$ cat config.mk
export PLATFORM = sky130hd
export DESIGN_NAME = ecc_dual_log
export DESIGN_NICKNAME = d
export VERILOG_FILES = /design/src/rtl/ecc_log_pkg.sv /design/src/rtl/ecc_log_bank.sv /design/src/rtl/ecc_log_access.sv /design/src/rtl/ecc_dual_log.sv
export SDC_FILE = /design/constraint.sdc
export NUM_CORES = 1
export LEC_CHECK = 0
export BUFFER_PORTS_ARGS = -buffer_cell sky130_fd_sc_hd__buf_4
export CORE_MARGIN = 2
export CORE_UTILIZATION = 35
export DETAILED_ROUTE_END_ITERATION = 7
export PLACE_DENSITY = 0.7
export SYNTH_ARGS = -nofsm -noshare
export SYNTH_HDL_FRONTEND = slang
export SYNTH_HIERARCHICAL = 1
export SYNTH_SLANG_ARGS = --single-unit
$ cat constraint.sdc
create_clock -name clk -period 2.7 [get_ports clk]
set_clock_uncertainty 0.15 [all_clocks]
set_input_delay 0.135 -clock clk [delete_from_list [all_inputs] [get_ports clk]]
set_output_delay 0.135 -clock clk [all_outputs]
set_load 0.01 [all_outputs]
$ cat src/rtl/ecc_log_pkg.sv
package ecc_log_pkg;
  typedef enum logic [1:0] {
    OFF_CSR   = 2'd0,
    OFF_ADDR1 = 2'd1,
    OFF_ADDR2 = 2'd2,
    OFF_ATTR  = 2'd3
  } reg_off_e;

  localparam int unsigned CSR_SEL       = 0;
  localparam int unsigned CSR_OTHER     = 1;
  localparam int unsigned CSR_MORE_CE   = 2;
  localparam int unsigned CSR_MORE_UE   = 3;
  localparam int unsigned CSR_FIRST_UE  = 4;
  localparam int unsigned CSR_PHASE_LSB = 8;

  localparam int unsigned NUM_BANKS = 2;
  localparam int unsigned BANK_PRI  = 0;
  localparam int unsigned BANK_SEC  = 1;
endpackage

$ cat src/rtl/ecc_log_bank.sv
module ecc_log_bank #(
  parameter int unsigned DATA_W  = 32,
  parameter int unsigned PHASE_W = 4,
  parameter bit          ENABLE  = 1'b1
) (
  input  logic               clk,
  input  logic               pg_rst_n,
  input  logic               err_vld,
  input  logic               err_uncorr,
  input  logic [PHASE_W-1:0] err_phase,
  input  logic [DATA_W-1:0]  err_addr_lo,
  input  logic [DATA_W-1:0]  err_addr_hi,
  input  logic [DATA_W-1:0]  err_attr,
  input  logic               csr_we,
  input  logic               clr_ce,
  input  logic               clr_ue,
  input  logic               clr_phase,
  output logic [PHASE_W-1:0] phase_q,
  output logic [DATA_W-1:0]  addr1_q,
  output logic [DATA_W-1:0]  addr2_q,
  output logic [DATA_W-1:0]  attr_q,
  output logic               more_ce_q,
  output logic               more_ue_q,
  output logic               first_ue_q
);
  generate
    if (ENABLE) begin : g_live
      logic armed;
      logic cap_evt;
      logic more_evt;

      assign armed    = (phase_q == '0);
      assign cap_evt  = err_vld && armed && (err_phase != '0);
      assign more_evt = err_vld && !armed;

      always_ff @(posedge clk or negedge pg_rst_n) begin
        if (!pg_rst_n) begin
          phase_q    <= '0;
          addr1_q    <= '0;
          addr2_q    <= '0;
          attr_q     <= '0;
          first_ue_q <= 1'b0;
        end else if (cap_evt) begin
          phase_q    <= err_phase;
          addr1_q    <= err_addr_lo;
          addr2_q    <= err_addr_hi;
          attr_q     <= err_attr;
          first_ue_q <= err_uncorr;
        end else if (csr_we && clr_phase) begin
          phase_q <= '0;
        end
      end

      always_ff @(posedge clk or negedge pg_rst_n) begin
        if (!pg_rst_n) begin
          more_ce_q <= 1'b0;
          more_ue_q <= 1'b0;
        end else begin
          if (more_evt && !err_uncorr)   more_ce_q <= 1'b1;
          else if (csr_we && clr_ce)     more_ce_q <= 1'b0;
          if (more_evt && err_uncorr)    more_ue_q <= 1'b1;
          else if (csr_we && clr_ue)     more_ue_q <= 1'b0;
        end
      end

      p_capture_r2: assert property (@(posedge clk) disable iff (!pg_rst_n)
        cap_evt |=> (phase_q == $past(err_phase)) && (addr1_q == $past(err_addr_lo))
                    && (addr2_q == $past(err_addr_hi)) && (attr_q == $past(err_attr)));
      p_hold_r3: assert property (@(posedge clk) disable iff (!pg_rst_n)
        more_evt |=> $stable(addr1_q) && $stable(addr2_q) && $stable(attr_q) && $stable(first_ue_q));
      p_more_ue_r3: assert property (@(posedge clk) disable iff (!pg_rst_n)
        (more_evt && err_uncorr) |=> more_ue_q);
      p_more_ce_r3: assert property (@(posedge clk) disable iff (!pg_rst_n)
        (more_evt && !err_uncorr) |=> more_ce_q);
      p_sticky_ce_r4: assert property (@(posedge clk) disable iff (!pg_rst_n)
        (more_ce_q && !(csr_we && clr_ce)) |=> more_ce_q);
      p_sticky_ue_r4: assert property (@(posedge clk) disable iff (!pg_rst_n)
        (more_ue_q && !(csr_we && clr_ue)) |=> more_ue_q);
      p_rearm_r5: assert property (@(posedge clk) disable iff (!pg_rst_n)
        (csr_we && clr_phase && !armed) |=> (phase_q == '0) && $stable(addr1_q) && $stable(attr_q));
    end else begin : g_idle
      logic unused_inputs;
      assign unused_inputs = ^{clk, pg_rst_n, err_vld, err_uncorr, err_phase, err_addr_lo,
                               err_addr_hi, err_attr, csr_we, clr_ce, clr_ue, clr_phase};
      assign phase_q    = '0;
      assign addr1_q    = '0;
      assign addr2_q    = '0;
      assign attr_q     = '0;
      assign more_ce_q  = 1'b0;
      assign more_ue_q  = 1'b0;
      assign first_ue_q = 1'b0;
    end
  endgenerate
endmodule

$ cat src/rtl/ecc_log_access.sv
module ecc_log_access
  import ecc_log_pkg::*;
#(
  parameter int unsigned DATA_W  = 32,
  parameter int unsigned PHASE_W = 4
) (
  input  logic                               clk,
  input  logic                               pg_rst_n,
  input  logic                               link_rst_n,
  input  logic                               reg_wr,
  input  logic                               reg_rd,
  input  logic [1:0]                         reg_addr,
  input  logic [DATA_W-1:0]                  reg_wdata,
  input  logic [NUM_BANKS-1:0][PHASE_W-1:0]  phase,
  input  logic [NUM_BANKS-1:0][DATA_W-1:0]   addr1,
  input  logic [NUM_BANKS-1:0][DATA_W-1:0]   addr2,
  input  logic [NUM_BANKS-1:0][DATA_W-1:0]   attr,
  input  logic [NUM_BANKS-1:0]               more_ce,
  input  logic [NUM_BANKS-1:0]               more_ue,
  input  logic [NUM_BANKS-1:0]               first_ue,
  output logic [NUM_BANKS-1:0]               csr_we,
  output logic                               clr_ce,
  output logic                               clr_ue,
  output logic                               clr_phase,
  output logic [DATA_W-1:0]                  reg_rdata
);
  localparam int unsigned PHASE_HI = CSR_PHASE_LSB + PHASE_W - 1;

  function automatic logic [DATA_W-1:0] pack_csr(input logic [PHASE_W-1:0] ph, input logic ce,
                                                 input logic ue, input logic fue,
                                                 input logic sel, input logic other);
    logic [DATA_W-1:0] w;
    w = '0;
    w[CSR_SEL]                      = sel;
    w[CSR_OTHER]                    = other;
    w[CSR_MORE_CE]                  = ce;
    w[CSR_MORE_UE]                  = ue;
    w[CSR_FIRST_UE]                 = fue;
    w[PHASE_HI:CSR_PHASE_LSB]       = ph;
    return w;
  endfunction

  logic sel_q;
  logic csr_wr_hit;
  logic wr_bank;
  logic other_present;
  logic rd_rst_n;
  logic [DATA_W-1:0] rd_word;
  logic unused_wbits;

  assign unused_wbits = ^reg_wdata;
  assign csr_wr_hit = reg_wr && (reg_addr == OFF_CSR);
  assign wr_bank    = reg_wdata[CSR_SEL];
  assign clr_ce     = reg_wdata[CSR_MORE_CE];
  assign clr_ue     = reg_wdata[CSR_MORE_UE];
  assign clr_phase  = (reg_wdata[PHASE_HI:CSR_PHASE_LSB] != '0);

  generate
    for (genvar b = 0; b < NUM_BANKS; b++) begin : g_we
      assign csr_we[b] = csr_wr_hit && (wr_bank == 1'(b));
    end
  endgenerate

  always_ff @(posedge clk or negedge pg_rst_n) begin
    if (!pg_rst_n)       sel_q <= 1'b0;
    else if (csr_wr_hit) sel_q <= wr_bank;
  end

  assign other_present = (phase[~sel_q] != '0);

  always_comb begin
    unique case (reg_off_e'(reg_addr))
      OFF_CSR:   rd_word = pack_csr(phase[sel_q], more_ce[sel_q], more_ue[sel_q],
                                    first_ue[sel_q], sel_q, other_present);
      OFF_ADDR1: rd_word = addr1[sel_q];
      OFF_ADDR2: rd_word = addr2[sel_q];
      default:   rd_word = attr[sel_q];
    endcase
  end

  assign rd_rst_n = pg_rst_n & link_rst_n;

  always_ff @(posedge clk or negedge rd_rst_n) begin
    if (!rd_rst_n)   reg_rdata <= '0;
    else if (reg_rd) reg_rdata <= rd_word;
  end

  p_pri_quiet_r9: assert property (@(posedge clk) disable iff (!pg_rst_n)
    (phase[BANK_PRI] == '0) && (addr1[BANK_PRI] == '0) && (addr2[BANK_PRI] == '0)
    && (attr[BANK_PRI] == '0) && !more_ce[BANK_PRI] && !more_ue[BANK_PRI]);
  p_sel_load_r7: assert property (@(posedge clk) disable iff (!pg_rst_n)
    csr_wr_hit |=> (sel_q == $past(reg_wdata[CSR_SEL])));
  p_rd_hold_r11: assert property (@(posedge clk) disable iff (!pg_rst_n || !link_rst_n)
    !reg_rd |=> $stable(reg_rdata));
  p_other_r8: assert property (@(posedge clk) disable iff (!pg_rst_n || !link_rst_n)
    (reg_rd && (reg_addr == OFF_CSR) && !sel_q) |=>
      (reg_rdata[CSR_OTHER] == $past(phase[BANK_SEC] != '0)));
endmodule

$ cat src/rtl/ecc_dual_log.sv
module ecc_dual_log
  import ecc_log_pkg::*;
#(
  parameter int unsigned DATA_W  = 32,
  parameter int unsigned PHASE_W = 4
) (
  input  logic               clk,
  input  logic               pg_rst_n,
  input  logic               link_rst_n,
  input  logic               pri_err_vld,
  input  logic               pri_err_uncorr,
  input  logic [PHASE_W-1:0] pri_err_phase,
  input  logic [DATA_W-1:0]  pri_err_addr_lo,
  input  logic [DATA_W-1:0]  pri_err_addr_hi,
  input  logic [DATA_W-1:0]  pri_err_attr,
  input  logic               sec_err_vld,
  input  logic               sec_err_uncorr,
  input  logic [PHASE_W-1:0] sec_err_phase,
  input  logic [DATA_W-1:0]  sec_err_addr_lo,
  input  logic [DATA_W-1:0]  sec_err_addr_hi,
  input  logic [DATA_W-1:0]  sec_err_attr,
  input  logic               reg_wr,
  input  logic               reg_rd,
  input  logic [1:0]         reg_addr,
  input  logic [DATA_W-1:0]  reg_wdata,
  output logic [DATA_W-1:0]  reg_rdata
);
  logic [NUM_BANKS-1:0]              e_vld, e_unc;
  logic [NUM_BANKS-1:0][PHASE_W-1:0] e_ph;
  logic [NUM_BANKS-1:0][DATA_W-1:0]  e_lo, e_hi, e_at;

  logic [NUM_BANKS-1:0][PHASE_W-1:0] b_phase;
  logic [NUM_BANKS-1:0][DATA_W-1:0]  b_addr1, b_addr2, b_attr;
  logic [NUM_BANKS-1:0]              b_ce, b_ue, b_fue, b_we;
  logic                              w_clr_ce, w_clr_ue, w_clr_ph;

  assign e_vld = {sec_err_vld, pri_err_vld};
  assign e_unc = {sec_err_uncorr, pri_err_uncorr};
  assign e_ph  = {sec_err_phase, pri_err_phase};
  assign e_lo  = {sec_err_addr_lo, pri_err_addr_lo};
  assign e_hi  = {sec_err_addr_hi, pri_err_addr_hi};
  assign e_at  = {sec_err_attr, pri_err_attr};

  generate
    for (genvar b = 0; b < NUM_BANKS; b++) begin : g_bank
      ecc_log_bank #(
        .DATA_W (DATA_W),
        .PHASE_W(PHASE_W),
        .ENABLE (b == BANK_SEC)
      ) bank_i (
        .clk        (clk),
        .pg_rst_n   (pg_rst_n),
        .err_vld    (e_vld[b]),
        .err_uncorr (e_unc[b]),
        .err_phase  (e_ph[b]),
        .err_addr_lo(e_lo[b]),
        .err_addr_hi(e_hi[b]),
        .err_attr   (e_at[b]),
        .csr_we     (b_we[b]),
        .clr_ce     (w_clr_ce),
        .clr_ue     (w_clr_ue),
        .clr_phase  (w_clr_ph),
        .phase_q    (b_phase[b]),
        .addr1_q    (b_addr1[b]),
        .addr2_q    (b_addr2[b]),
        .attr_q     (b_attr[b]),
        .more_ce_q  (b_ce[b]),
        .more_ue_q  (b_ue[b]),
        .first_ue_q (b_fue[b])
      );
    end
  endgenerate

  ecc_log_access #(
    .DATA_W (DATA_W),
    .PHASE_W(PHASE_W)
  ) access_i (
    .clk       (clk),
    .pg_rst_n  (pg_rst_n),
    .link_rst_n(link_rst_n),
    .reg_wr    (reg_wr),
    .reg_rd    (reg_rd),
    .reg_addr  (reg_addr),
    .reg_wdata (reg_wdata),
    .phase     (b_phase),
    .addr1     (b_addr1),
    .addr2     (b_addr2),
    .attr      (b_attr),
    .more_ce   (b_ce),
    .more_ue   (b_ue),
    .first_ue  (b_fue),
    .csr_we    (b_we),
    .clr_ce    (w_clr_ce),
    .clr_ue    (w_clr_ue),
    .clr_phase (w_clr_ph),
    .reg_rdata (reg_rdata)
  );
endmodule

# --- Word-level counts from Yosys, hierarchy flattened ---
# Cells that the tools add are included.
word_totals:
  n_memories: 0
  output_inout_bits: 32
  regBits: 136
  latchBits: 0
  word_cells: 58
  mem_bits_ro: 0
  ram_bits: 0
  inputBits: 243
op_classes:
  n_mul: 0
  shifts: 0
  n_reduce_logical: 20
  n_eq_ne: 2
  add_sub_neg: 0
  bitwise: 2
  div: 0
  mux: 23
  order_cmp: 2
op_table:
  columns: ["op", "count"]
  rows:
  - ["32-bit 2-to-1 mux", 6]
  - ["32-bit one-hot mux with 3 select lines", 1]
  - ["4-bit 2-to-1 mux", 6]
  - ["4-bit nonzero test", 3]
  - ["1-bit logical AND", 10]
  - ["1-bit 2-to-1 mux", 10]
  - ["2-bit nonzero test", 3]
  - ["4-bit zero test", 1]
  - ["1-bit by 2-bit < comparator with 1-bit output (second input constant)", 2]
  - ["2-bit by 1-bit equality test with 1-bit output (second input constant)", 1]
  - ["2-bit equality test (second input constant)", 1]
  - ["1-bit zero test", 2]
  - ["2-bit zero test", 1]
  - ["1-bit bitwise AND", 1]
  - ["1-bit inverter", 1]

# --- Longest topological paths before layout ---
logic_depth:
  ltp_word: 6
  mapped_depth: 7
  ltp_nobuf: 5

# --- Hierarchy ---
# The synthesis kept the hierarchy.
by_module_without_submodules:
  columns: ["mod", "cells_each", "instances", "seq_area_each_um2", "area_each_um2"]
  rows:
  - ["ecc_log_bank at g_bank[1].bank_i", 225, 1, 2577.5, 4256.6]
  - ["ecc_log_access", 274, 1, 825.8, 2770.2]
  - ["ecc_log_bank at g_bank[0].bank_i", 104, 1, 0.0, 777.0]

# --- Least setup slack after synthesis ---
# OpenSTA, ideal clock, no wires.
synth_timing:
  kind: "register to register"
  from: "reg g_bank[1].bank_i.phase_q[1]"
  to: "reg g_bank[1].bank_i.addr1_q[12]"
  arrival_time_ns: 1.727
  required_ns: 2.423
  stages_incl_launch_ff: 6
  path_slack_ns: 0.695
  setup_time_ns: 0.127
  cell_sequence: "dfrtp_1 -> or4_4 -> nor2_2 -> buf_6 -> buf_8 -> mux2_1"
synth_via:
  elab_chain_len: 3
synth_rtl:
  columns: ["element", "line_no", "text"]
  rows:
  - ["start, declared", "ecc_log_bank.sv:18", "output logic [PHASE_W-1:0] phase_q,"]
  - ["start signal, assigned", "ecc_log_bank.sv:44", "phase_q <= err_phase;"]
  - ["4-bit zero test", "ecc_log_bank.sv:32", "assign armed = (phase_q == '0);"]
  - ["1-bit logical AND (2 in series)", "ecc_log_bank.sv:33", "assign cap_evt = err_vld && armed && (err_phase != '0);"]
  - ["end signal, assigned", "ecc_log_bank.sv:45", "addr1_q <= err_addr_lo;"]
  - ["end, declared", "ecc_log_bank.sv:19", "output logic [DATA_W-1:0] addr1_q,"]
# No other way between the ends.
# A chain may end at the register's enable or synchronous reset.

==> impl_results.md <==
* Slew headroom at 0.3718
* Mapped cell area at 7800 um2
* Worst min path class: in2reg
* Fraction of layout cells with a size suffix above 1 at 0.3692
* Clock latency on the worst-skew pair at 0.41 ns
* Row count at 54
* Peak supply drop at 373.4 uV
* Initial antenna violation count at 1
* Max stage delay cell, worst path: dfrtp_4
* Worst Tran Pin Value at 0.9423 ns
* Overall die width at 153.3 um
* GR Overflow Total at 0
* CP delay by family, top: buffers and inverters
* CP Launch Type: flip-flop
* RR Endpoint: access_i/sel_q
* Max_cap viols at 0
* Longest Clk Path Bufs at 2
* Hold Path Sink: g_bank[1].bank_i/phase_q[1]
* Area of the multi-input gates at 3587 um2
* Clk sink count at 136
* DRC viols at 0
* Drt first-iter violations at 229
* Setup bufs post-CTS at 0
* Vias in the first global route at 5,614
* Fin. max-slew vios at 0
* Crit path max fanout at 49
* Fin crit period at 2.228 ns
* DRT Wirelength at 18.51 mm
* Reg2reg setup slack at 0.47 ns
* Core area at 21,820 um2
* Root buffer cell: clkbuf_16
* GRT Util Overall at 0.1612
* Critical path endpoint category: flip-flop
* Worst Reg-to-Reg Cells at 3
* Global-route wire length before repair at 29.86 mm
* RD Place Congestion at 0.7349
* CP max stage delay at 0.90 ns
* Largest net degree at the start of global routing at 62
* Worst EP arrival at 2.42 ns
* Final Total Pwr at 8.583 mW
* Min-Delay Startpoint: reg_wdata[10]
* Worst r2r src: access_i/sel_q
* Total CTS buffers at 17
* Wirelength per Cell at 16.28 um
* CP cell instances: buf_12 > a21o_1 > dlygate4sd3_1
* Cells after Synth at 602
* Yosys warns at 6
* Sequential Area at 3407 um2
* Nets at 1,086
* Endpoints failing hold at 0
* Pwr dens at 833.6 nW/um2
* WP data required at 2.89 ns
* Filler cells at 1,935
* Hold buffers post-CTS at 109
* Buffers on Ports at 147
* Worst hold path depth at 4
* Worst-path clk slew at 0.06 ns
* CP Depth at 3
* Crit path kind: reg2reg
* Starting density of the core at 0.3574
* Fin crit share at 0.8250
* Leakage at 4.691 nW
* Die ar. at 23,500 um2
* DIE HEIGHT at 153.3 um
* Fmax at 0.4489 GHz
* DR vias/cell at 4.647
* Syn-to-layout area delta at 32.00%
* Endpoints failing setup at 0
* Buf/Inv on CP at 2
* Remaining antenna violation count at 0
* Vias post-DR at 5,284
* RSZ-0062 raised after global routing: no
* Post_cts resized at 0
* Setup tns final at 0 ns
* H-tree depth at 4
* Avg Inst Size Synth at 12.96 um2
* CTS tree: yes
* Hpwl dp at 11.22 mm
* Top-Level Pins at 275
* Status: finished clean
* 1st-pass router iterations at 4
## registers in the layout (all words and copies together) (netlist names)
signal,cells
access_i/reg_rdata,32
access_i/sel_q,1
g_bank.bank_i/addr1_q,32
g_bank.bank_i/addr2_q,32
g_bank.bank_i/attr_q,32
g_bank.bank_i/first_ue_q,1
g_bank.bank_i/more_ce_q,1
g_bank.bank_i/more_ue_q,1
g_bank.bank_i/phase_q,4
## how the worst max path moves through the flow
| stage | from | endpoint |
|---|---|---|
| 6_report | access_i/sel_q | access_i/sel_q |
| 5_1_grt | access_i/sel_q | access_i/sel_q |
| 4_1_cts | access_i/sel_q | access_i/sel_q |
| 3_5_place_dp | g_bank[1].bank_i/phase_q[1] | g_bank[1].bank_i/addr1_q[8] |
| 3_3_place_gp | g_bank[1].bank_i/phase_q[1] | g_bank[1].bank_i/addr2_q[8] |
| 2_1_floorplan | g_bank[1].bank_i/phase_q[1] | g_bank[1].bank_i/addr1_q[12] |
## final cells by class
type | count | share of cell area
repair buffers | 271 | 0.2289
multi-input cells | 416 | 0.3484
clock inverters | 9 | 0.008750
well taps | 280 | 0.03403
diodes | 1 | 0.0002430
flip-flops and latches | 136 | 0.3309
inverters | 1 | 0.0003646
clock buffers | 23 | 0.04837
## worst min-delay path: stages
cell and delay, ns:
buf_4 0.07, or4_1 0.09, nand2_1 0.10, a22o_1 0.19
## stage by stage
step           area [um2]  hold slack, ns  setup WS [ns]  instances  utilization
6_report            10300         0.07427         0.4725       1137       0.4718
5_1_grt             10290         0.07996         0.3610       1136       0.4717
4_1_cts             10290         0.04535         0.4348       1136       0.4717
3_5_place_dp         8615          0.1240         0.4833        995       0.3947
3_3_place_gp         8615          0.1202         0.4616        995       0.3947
2_1_floorplan        8183         -0.3106         0.6951        704            -
## cell usage in the layout, fill, tap and decap left out, types with 2 or more instances in the layout
master / instances
clkbuf_16: 17
nand2_1: 8
conb_1: 103
nor2b_4: 2
nor2_1: 13
buf_4: 158
mux2_4: 80
clkinv_4: 3
a22oi_1: 30
mux2_2: 24
mux4_2: 12
mux2i_1: 27
a21oi_1: 32
clkinv_2: 2
or4_1: 2
o221ai_1: 7
buf_12: 4
dlygate4sd3_1: 109
o22a_1: 19
dfrtp_1: 135
a221oi_1: 19
mux2_1: 6
clkbuf_8: 5
clkinvlp_4: 2
a22o_1: 5
o21ai_0: 14
## layer usage
metal	up-vias	GRT usage	part of all wire
met5	-	0	0
met4	0	0.04233	0.011
met3	16	0.04225	0.044
met2	138	0.2744	0.49
met1	2623	0.2035	0.45
li1	2507	-	-
## where the power goes
part	total [mW]	switching, mW	internal (mW)
combinational	2.79	0.918	1.87
sequential	3.49	0.566	2.92
clock	2.30	0.906	1.40
(Power assumes the default switching activity.)
